`config.mk`:
```
export PLATFORM = sky130hd
export DESIGN_NAME = isa_slave_port
export DESIGN_NICKNAME = d
export VERILOG_FILES = /design/src/rtl/isa_slave_pkg.sv /design/src/rtl/isa_addr_decode.sv /design/src/rtl/isa_strobe_sync.sv /design/src/rtl/isa_access_fsm.sv /design/src/rtl/isa_scratch_bank.sv /design/src/rtl/isa_slave_port.sv
export SDC_FILE = /design/constraint.sdc
export NUM_CORES = 1
export LEC_CHECK = 0
export ABC_CLOCK_PERIOD_IN_PS = 4340
export CORE_AREA = 2 2 138 140
export CTS_CLUSTER_SIZE = 10
export DETAILED_ROUTE_END_ITERATION = 12
export DIE_AREA = 0 0 140 142
export GPL_ROUTABILITY_DRIVEN = 0
export MAX_ROUTING_LAYER = met4
export SYNTH_ARGS = -nofsm -noshare
export SYNTH_HDL_FRONTEND = slang
export SYNTH_SLANG_ARGS = --single-unit
```
`constraint.sdc`:
```
create_clock -name clk -period 4.34 [get_ports clk]
set_input_delay 0.651 -clock clk [delete_from_list [all_inputs] [get_ports clk]]
set_output_delay 0.651 -clock clk [all_outputs]
set_load 0.005 [all_outputs]
```
`src/rtl/isa_slave_pkg.sv`:
```
package isa_slave_pkg;
  typedef enum logic [1:0] {
    ACC_IDLE = 2'd0,
    ACC_WAIT = 2'd1,
    ACC_DONE = 2'd2
  } acc_state_t;

  localparam int LANE_W = 8;
  localparam int LANES  = 2;
endpackage

```
`src/rtl/isa_addr_decode.sv`:
```
module isa_addr_decode #(
  parameter int          ADDR_W    = 16,
  parameter int          DEC_LSB   = 4,
  parameter logic [15:0] BASE_ADDR = 16'h0300,
  localparam int         IDX_W     = DEC_LSB - 1
) (
  input  logic [ADDR_W-1:1] addr,
  input  logic              aen,
  output logic              sel,
  output logic [IDX_W-1:0]  idx
);
  always_comb begin
    sel = !aen && (addr[ADDR_W-1:DEC_LSB] == BASE_ADDR[ADDR_W-1:DEC_LSB]);
    idx = addr[DEC_LSB-1:1];
  end
endmodule

```
`src/rtl/isa_strobe_sync.sv`:
```
module isa_strobe_sync #(
  parameter int WIDTH  = 2,
  parameter int STAGES = 2
) (
  input  logic             clk,
  input  logic             rst_n,
  input  logic [WIDTH-1:0] async_in,
  output logic [WIDTH-1:0] sync_out
);
  logic [WIDTH-1:0] stage_q [STAGES];

  for (genvar s = 0; s < STAGES; s++) begin : g_stage
    always_ff @(posedge clk or negedge rst_n) begin
      if (!rst_n) stage_q[s] <= '1;
      else if (s == 0) stage_q[s] <= async_in;
      else stage_q[s] <= stage_q[(s == 0) ? 0 : s-1];
    end
  end

  assign sync_out = stage_q[STAGES-1];
endmodule

```
`src/rtl/isa_access_fsm.sv`:
```
module isa_access_fsm
  import isa_slave_pkg::*;
(
  input  logic clk,
  input  logic rst_n,
  input  logic sel,
  input  logic rd_sync_n,
  input  logic wr_sync_n,
  input  logic bank_busy,
  output logic acc_start,
  output logic acc_done,
  output logic wr_commit
);
  acc_state_t state_q, state_d;
  logic       wr_prev_q;
  logic       strobes_idle;

  assign strobes_idle = rd_sync_n && wr_sync_n;

  always_comb begin
    state_d   = state_q;
    acc_start = 1'b0;
    unique case (state_q)
      ACC_IDLE: if (sel && !strobes_idle) begin
        state_d   = ACC_WAIT;
        acc_start = 1'b1;
      end
      ACC_WAIT: begin
        if (strobes_idle)    state_d = ACC_IDLE;
        else if (!bank_busy) state_d = ACC_DONE;
      end
      ACC_DONE: if (strobes_idle) state_d = ACC_IDLE;
      default: state_d = ACC_IDLE;
    endcase
  end

  always_ff @(posedge clk or negedge rst_n) begin
    if (!rst_n) begin
      state_q   <= ACC_IDLE;
      wr_prev_q <= 1'b1;
    end else begin
      state_q   <= state_d;
      wr_prev_q <= wr_sync_n;
    end
  end

  assign acc_done  = (state_q == ACC_DONE);
  assign wr_commit = acc_done && wr_sync_n && !wr_prev_q;
endmodule

```
`src/rtl/isa_scratch_bank.sv`:
```
module isa_scratch_bank
  import isa_slave_pkg::*;
#(
  parameter int NUM_REGS = 8,
  parameter int ACC_LAT  = 3,
  localparam int IDX_W   = $clog2(NUM_REGS),
  localparam int DATA_W  = LANES * LANE_W,
  localparam int CNT_W   = (ACC_LAT > 0) ? $clog2(ACC_LAT + 1) : 1
) (
  input  logic              clk,
  input  logic              rst_n,
  input  logic              acc_start,
  output logic              busy,
  input  logic [IDX_W-1:0]  rd_idx,
  output logic [DATA_W-1:0] rd_data,
  input  logic              wr_en,
  input  logic [IDX_W-1:0]  wr_idx,
  input  logic [LANES-1:0]  wr_lanes,
  input  logic [DATA_W-1:0] wr_data
);
  logic [CNT_W-1:0]  lat_q;
  logic [DATA_W-1:0] regs_q [NUM_REGS];

  always_ff @(posedge clk or negedge rst_n) begin
    if (!rst_n)              lat_q <= '0;
    else if (acc_start)      lat_q <= CNT_W'(ACC_LAT);
    else if (lat_q != '0)    lat_q <= lat_q - 1'b1;
  end

  assign busy = (lat_q != '0);

  for (genvar r = 0; r < NUM_REGS; r++) begin : g_reg
    for (genvar l = 0; l < LANES; l++) begin : g_lane
      always_ff @(posedge clk or negedge rst_n) begin
        if (!rst_n)
          regs_q[r][l*LANE_W +: LANE_W] <= '0;
        else if (wr_en && (wr_idx == IDX_W'(r)) && wr_lanes[l])
          regs_q[r][l*LANE_W +: LANE_W] <= wr_data[l*LANE_W +: LANE_W];
      end
    end
  end

  assign rd_data = regs_q[rd_idx];
endmodule

```
`src/rtl/isa_slave_port.sv`:
```
module isa_slave_port
  import isa_slave_pkg::*;
#(
  parameter logic [15:0] BASE_ADDR   = 16'h0300,
  parameter int          ACC_LAT     = 3,
  parameter int          SYNC_STAGES = 2,
  localparam int         ADDR_W      = 16,
  localparam int         DEC_LSB     = 4,
  localparam int         IDX_W       = DEC_LSB - 1,
  localparam int         NUM_REGS    = 1 << IDX_W,
  localparam int         DATA_W      = LANES * LANE_W
) (
  input  logic              clk,
  input  logic              rst_n,
  input  logic [ADDR_W-1:1] bus_addr,
  input  logic              aen,
  input  logic [LANES-1:0]  be_n,
  input  logic              rd_n,
  input  logic              wr_n,
  input  logic [DATA_W-1:0] data_in,
  output logic [DATA_W-1:0] data_out,
  output logic [LANES-1:0]  data_oe,
  output logic              ready,
  output logic              dev_sel_n
);
  logic             sel;
  logic [IDX_W-1:0] idx;
  logic [1:0]       strobe_sync;
  logic             acc_start, acc_done, wr_commit, bank_busy;

  logic [DATA_W-1:0] cap_data_q;
  logic [IDX_W-1:0]  cap_idx_q;
  logic [LANES-1:0]  cap_lanes_q;

  isa_addr_decode #(
    .ADDR_W(ADDR_W), .DEC_LSB(DEC_LSB), .BASE_ADDR(BASE_ADDR)
  ) u_dec (
    .addr(bus_addr), .aen(aen), .sel(sel), .idx(idx)
  );

  isa_strobe_sync #(.WIDTH(2), .STAGES(SYNC_STAGES)) u_sync (
    .clk(clk), .rst_n(rst_n),
    .async_in({wr_n, rd_n}), .sync_out(strobe_sync)
  );

  isa_access_fsm u_fsm (
    .clk(clk), .rst_n(rst_n), .sel(sel),
    .rd_sync_n(strobe_sync[0]), .wr_sync_n(strobe_sync[1]),
    .bank_busy(bank_busy), .acc_start(acc_start),
    .acc_done(acc_done), .wr_commit(wr_commit)
  );

  // Capture register: clock enable is the raw write strobe level, so the
  // value left after the last edge before the strobe rises is the one kept.
  always_ff @(posedge clk or negedge rst_n) begin
    if (!rst_n) begin
      cap_data_q  <= '0;
      cap_idx_q   <= '0;
      cap_lanes_q <= '0;
    end else if (!wr_n) begin
      cap_data_q  <= data_in;
      cap_idx_q   <= idx;
      cap_lanes_q <= sel ? ~be_n : '0;
    end
  end

  isa_scratch_bank #(.NUM_REGS(NUM_REGS), .ACC_LAT(ACC_LAT)) u_bank (
    .clk(clk), .rst_n(rst_n),
    .acc_start(acc_start), .busy(bank_busy),
    .rd_idx(idx), .rd_data(data_out),
    .wr_en(wr_commit && (cap_lanes_q != '0)),
    .wr_idx(cap_idx_q), .wr_lanes(cap_lanes_q), .wr_data(cap_data_q)
  );

  assign dev_sel_n = !sel;
  assign data_oe   = (sel && !rd_n) ? ~be_n : '0;
  assign ready     = !(sel && (!rd_n || !wr_n) && !acc_done);
endmodule

```
=== Yosys cells after proc, flatten, opt, wreduce, memory -nomap -nowiden ===
Index checks and enable logic that the tools add are counted.

* Add/subtract/negate cells: 1
* $lt $le $gt $ge: 1
* Equality and inequality tests: 13
* Muxes and demuxes: 14
* Bitwise operators: 2
* Reduce and logical (&&, ||, !) cells: 48

{| class="wikitable"
|+ Operators with widths
! cell !! count
|-
| 16-bit binary-select mux with 3-bit select || 1
|-
| 1-bit logical AND || 33
|-
| 16-bit two-way mux || 2
|-
| 2-bit two-way mux || 8
|-
| 12-bit by 6-bit equality test with 1-bit output, second input constant || 1
|-
| 3-bit equality test, second input constant || 4
|-
| 1-bit zero test || 8
|-
| 3-bit by 2-bit equality test with 1-bit output, second input constant || 2
|-
| 2-bit case mux with 3 select lines || 1
|-
| 2-bit nonzero test || 3
|-
| 4-bit >= comparator, second input constant || 1
|-
| 2-bit by 1-bit inequality test with 1-bit output, second input constant || 2
|-
| 3-bit inverter with 4-bit output || 1
|-
| 3-bit by 1-bit equality test with 1-bit output, second input constant || 1
|-
| 3-bit zero test || 1
|-
| 3-bit inequality test, second input constant || 1
|-
| 3-bit AND reduction || 1
|-
| 2-bit by 1-bit equality test with 1-bit output, second input constant || 1
|-
| 2-bit equality test, second input constant || 1
|-
| 2-bit zero test || 1
|-
| 1-bit two-way mux || 2
|-
| 2-bit inverter || 1
|-
| 2-bit by 1-bit subtractor with 2-bit output, second input constant || 1
|-
| 1-bit logical OR || 1
|}

* Bits in registers: 158
* Input port bits: 38

=== Depth between registers and ports, before layout ===
* Word-level depth: 6
* Mapped depth: 5
* Mapped depth without buffers: 5

=== Cells and area by module ===
A second synthesis with hierarchy kept.

* Cell total of the unflattened synthesis: 430
* Area, all modules: 7073.0 um2

{| class="wikitable"
|+ By module, submodules not included
! module !! instances !! cells each !! area an instance (um2)
|-
| isa_scratch_bank || 1 || 352 || 5865.6
|-
| isa_slave_port || 1 || 53 || 894.6
|-
| isa_access_fsm || 1 || 11 || 136.4
|-
| isa_strobe_sync || 1 || 6 || 120.1
|-
| isa_addr_decode || 1 || 8 || 56.3
|}

=== Worst setup path after synthesis ===
No wires, ideal clock.

* Path kind: input to output
* From: input bus_addr[1] (netlist bit)
* To: output data_out[11]
* Arrival time: 1.902 ns
* Data required time: 3.689 ns
* Path slack: 1.787 ns
* Stages: 4
* Buffers on the path: 2
* Cell sequence: buf_2 buf_2 mux4_2 mux2_2

* Longest elaborated chain between the ends: 4

{| class="wikitable"
|+ Ends and longest elaborated chain
! what !! RTL line !! RTL
|-
| start: declaration || isa_slave_port.sv:15 || <nowiki>input logic [ADDR_W-1:1] bus_addr,</nowiki>
|-
| 3-bit inverter with 4-bit output (not written as such) || isa_scratch_bank.sv:43 || <nowiki>assign rd_data = regs_q[rd_idx];</nowiki>
|-
| 16-bit binary-select mux with 3-bit select || isa_scratch_bank.sv:43 ||
|-
| 16-bit two-way mux (not written as such) (2 in series) || isa_scratch_bank.sv:43 ||
|-
| end: declaration || isa_slave_port.sv:21 || <nowiki>output logic [DATA_W-1:0] data_out,</nowiki>
|}

No other way between the ends. The select of a mux whose other input is x is not followed.

=== Final worst setup path ===
* From: input bus_addr[2] (netlist bit)
* To: output data_out[1]

Same word-level chain as after synthesis.

==> flow_summary.yaml <==
global_route:
  grt_use_met3_pct: 3.869
  grt_pass1_wl_um: 23650
  grt_util_met1_pct: 21.81
  top_usage_layer: "met2"
  grt_antenna_before_repair: 0
  grt_util_all_layers_pct: 16.29
  grtUsageMet2_pct: 25.10
  grt_overflow: 0
  grt_pass1_vias: 4206
  grt_max_degree: 107
worst_setup_path:
  r2r_cells: 3
  required_ns: 3.69
  cpMaxStageDelayCell: "clkdlybuf4s50_1"
  r2r_start: "u_fsm.state_q[0]"
  r2r_end: "u_bank.regs_q[121]"
  cp_max_fo: 9
  crit_type: "input port to primary output"
  cp.arrival_ns: 2.82
  critPathTopFamily: "buffers and inverters"
  max_stage_delay_ns: 0.83
  cp_cell_sequence: "clkdlybuf4s50_1 > buf_4 > mux4_2 > mux2_2 > clkdlybuf4s50_1"
  r2r_slack_ns: 2.35
  critPathCaptureType: "primary output"
  path_buf_inv: 3
  crit_path_frequent_cell: "clkdlybuf4s50_1"
  start_kind: "input port"
logic_synthesis:
  yosys.area.top_type: "dfrtp_1"
  synth_top_family_by_area: "multiplexers"
  synth_area_leaders: "dfrtp_1, mux2_2, mux4_2, mux2_1, dfstp_2"
  synth.mux.area_fraction_pct: 36.42
  syn-num-nets: 463
  yosys.area_share.xor_xnor_pct: 0.1242
  ys_async_sr_fraction_pct: 100.0
  synth_commonest_cells: "dfrtp_1, mux2_2, mux4_2, mux2_1, nand2_1"
  postSynthCellCount: 424
  synth-seq-cells: 158
  yosysUniqueCellTypes: 32
  ys_seq_area_share_pct: 56.18
  avgSynthCellArea_um2: 16.63
  synthSimpleGateAreaFrac_pct: 5.254
  synth-compound-area-share_pct: 0.7810
  synthesis.area_um2: 7049
  yosysTopAreaCellShare_pct: 54.31
  ys_warn_count: 0
  synth_edf_count: 0
  synth_fa_ha_area_share_pct: 0.1775
  yosysMostFrequentCell: "dfrtp_1"
  ys.flop_type: "dfrtp_1"
clocking:
  htreeDepth: 4
  clock-root-buffer: "clkbuf_16"
  post-cts-setup-buffers: 0
  clk_pin_slew_ns: 0.06
  ctsResizeCount: 0
  clkLatencyLatePin_ns: 0.43
  clock_sinks: 158
  cts_tree: "done"
  cts_hold_buf: 0
  clock_path_buffers: 2
  cts_buffers: 17
floorplanning:
  die_w_um: 140
  core_area_um2: 18460
  die-area_um2: 19880
  io_pins: 58
  die_h_um: 142
  rows: 50
  start_util_pct: 38.20
job:
  cap_violations: 0
sta:
  max_freq_mhz: 288.3
  maxSlewViolCount: 0
  rsz0062_at_grt: "false"
  fin_crit_sh_pct: 79.92
  setup_viol: 0
  hold_viol: 0
  skew_ns: 0.01176
  fin_crit_ns: 3.469
  slew_headroom_pct: 33.73
  setup_tns_ns: 0
  tightest_slew_ns: 0.9941
pwr:
  p_sw_share_pct: 22.14
  ir_drop_mv: 0.2631
  seqPwrFrac_pct: 49.3
  total_power_w: 0.003153
  p_comb_share_pct: 5.6
  power.density_nw_per_um2: 371.7
  p_clk_share_pct: 45.1
  p_leak_nw: 4.002
  p_int_w: 0.002455
  switchingPower_w: 0.0006980
cells_and_area:
  area_delta_synth_final_pct: 20.36
  fill_cells: 1619
  drive_gt1_share_pct: 47.04
  fin_nets: 532
  antenna_cells: 0
  final_util_pct: 45.97
status:
  status: "complete, no violations"
routing:
  wl_per_cell_um: 19.52
  ant_nets: 0
  first_iter_violations: 166
  drc: 0
  routed_via_density: 5.241
  totalWireLength_um: 14440
  drt_pass1_iterations: 4
  via_count: 3878
placed_design:
  portBuffers: 57
  place_hpwl_um: 9053
min_path:
  worstHoldPathType: "input port to asynchronous set/reset pin"
metrics by stage:
stage               cells  hold slack, ns  worst slack (ns)  instance area, µm²
floorplan             424          0.3452             1.787                7049
global placement      708          0.3465            0.8447                7930
detailed placement    708          0.3470            0.8396                7930
CTS                   740          0.3560            0.8251                8484
global route          740          0.3577            0.7698                8484
finish                740          0.3426            0.8713                8484
power by group through the flow:
stage | Combinational, W | Clock (W) | Sequential, W
after CTS | 0.000182 | 0.00146 | 0.00155
after global placement | 0.000176 | 0 | 0.00158
after global routing | 0.000202 | 0.00153 | 0.00156
after floorplan | 0.0000978 | 0 | 0.00156
final | 0.000176 | 0.00142 | 0.00155
after detailed placement | 0.000181 | 0 | 0.00158
sequential cells by signal, indices dropped and copies added, names as in the netlist:
signal and cells:
cap_data_q 16, cap_idx_q 3, cap_lanes_q 2, u_bank.lat_q 2, u_bank.regs_q 128, u_fsm.state_q 2
u_fsm.wr_prev_q 1, u_sync.stage_q 2, u_sync.sync_out 2
placed cells by master (no fill, tap or decap), drive strengths merged, types with 2 or more instances in the layout:
master	synthesis	layout
a21oi	3	3
mux2	164	164
nor4	2	2
clkbuf	10	24
nand2	10	10
bufinv	0	2
nor2	8	8
nand4b	4	4
nor3	5	5
o31ai	2	2
dfrtp	153	153
buf	5	10
dfstp	5	5
nand4bb	2	2
nand3b	3	3
inv	3	3
mux4	32	32
clkdlybuf4s50	0	55
o21ai	3	3
and4bb	3	3
clkinv	0	5
area by class of cell:
type	count	area [µm²]	share of cell area, %
clock buffers	24	461.7	5.442
clock inverters	8	92.59	1.091
well taps	234	292.8	3.451
flip-flops and latches	158	3960	46.67
inverters	3	11.26	0.1327
repair buffers	65	651.9	7.683
multi-input cells	248	3014	35.53
kinds of logic (layout without fill, tap and decap cells):
family	Yosys count	count (layout)
simple gates	41	41
compound gates	9	9
flops	158	158
fa+ha+maj	1	1
mux	196	196
buf+inv	18	100
xor+xnor	1	1
worst max path at each step:
stage	startpoint	end	slack [ns]	cells after the start
floorplan	bus_addr[1]	data_out[11]	1.79	4
global placement	bus_addr[2]	data_out[4]	0.84	5
detailed placement	bus_addr[2]	data_out[4]	0.84	5
CTS	bus_addr[2]	data_out[4]	0.83	5
global route	bus_addr[2]	data_out[2]	0.77	5
finish	bus_addr[2]	data_out[1]	0.87	5
worst reg2reg max path, delay by kind of cell, from the launching register on:
| family | cells | cell delay (ns) |
|---|---|---|
| and+or+nand+nor | 2 | 0.95 |
| muxes | 1 | 0.44 |
| DFF | 1 | 0.47 |
layer usage:
layer	share of wire, %	vias up	wire, µm
met4	0.91	0	131
met1	48	2066	6927
met2	48	47	6970
li1	-	1752	-
met5	0	-	0
met3	2.9	13	416
No activity file was read; power rests on OpenSTA's default activity.
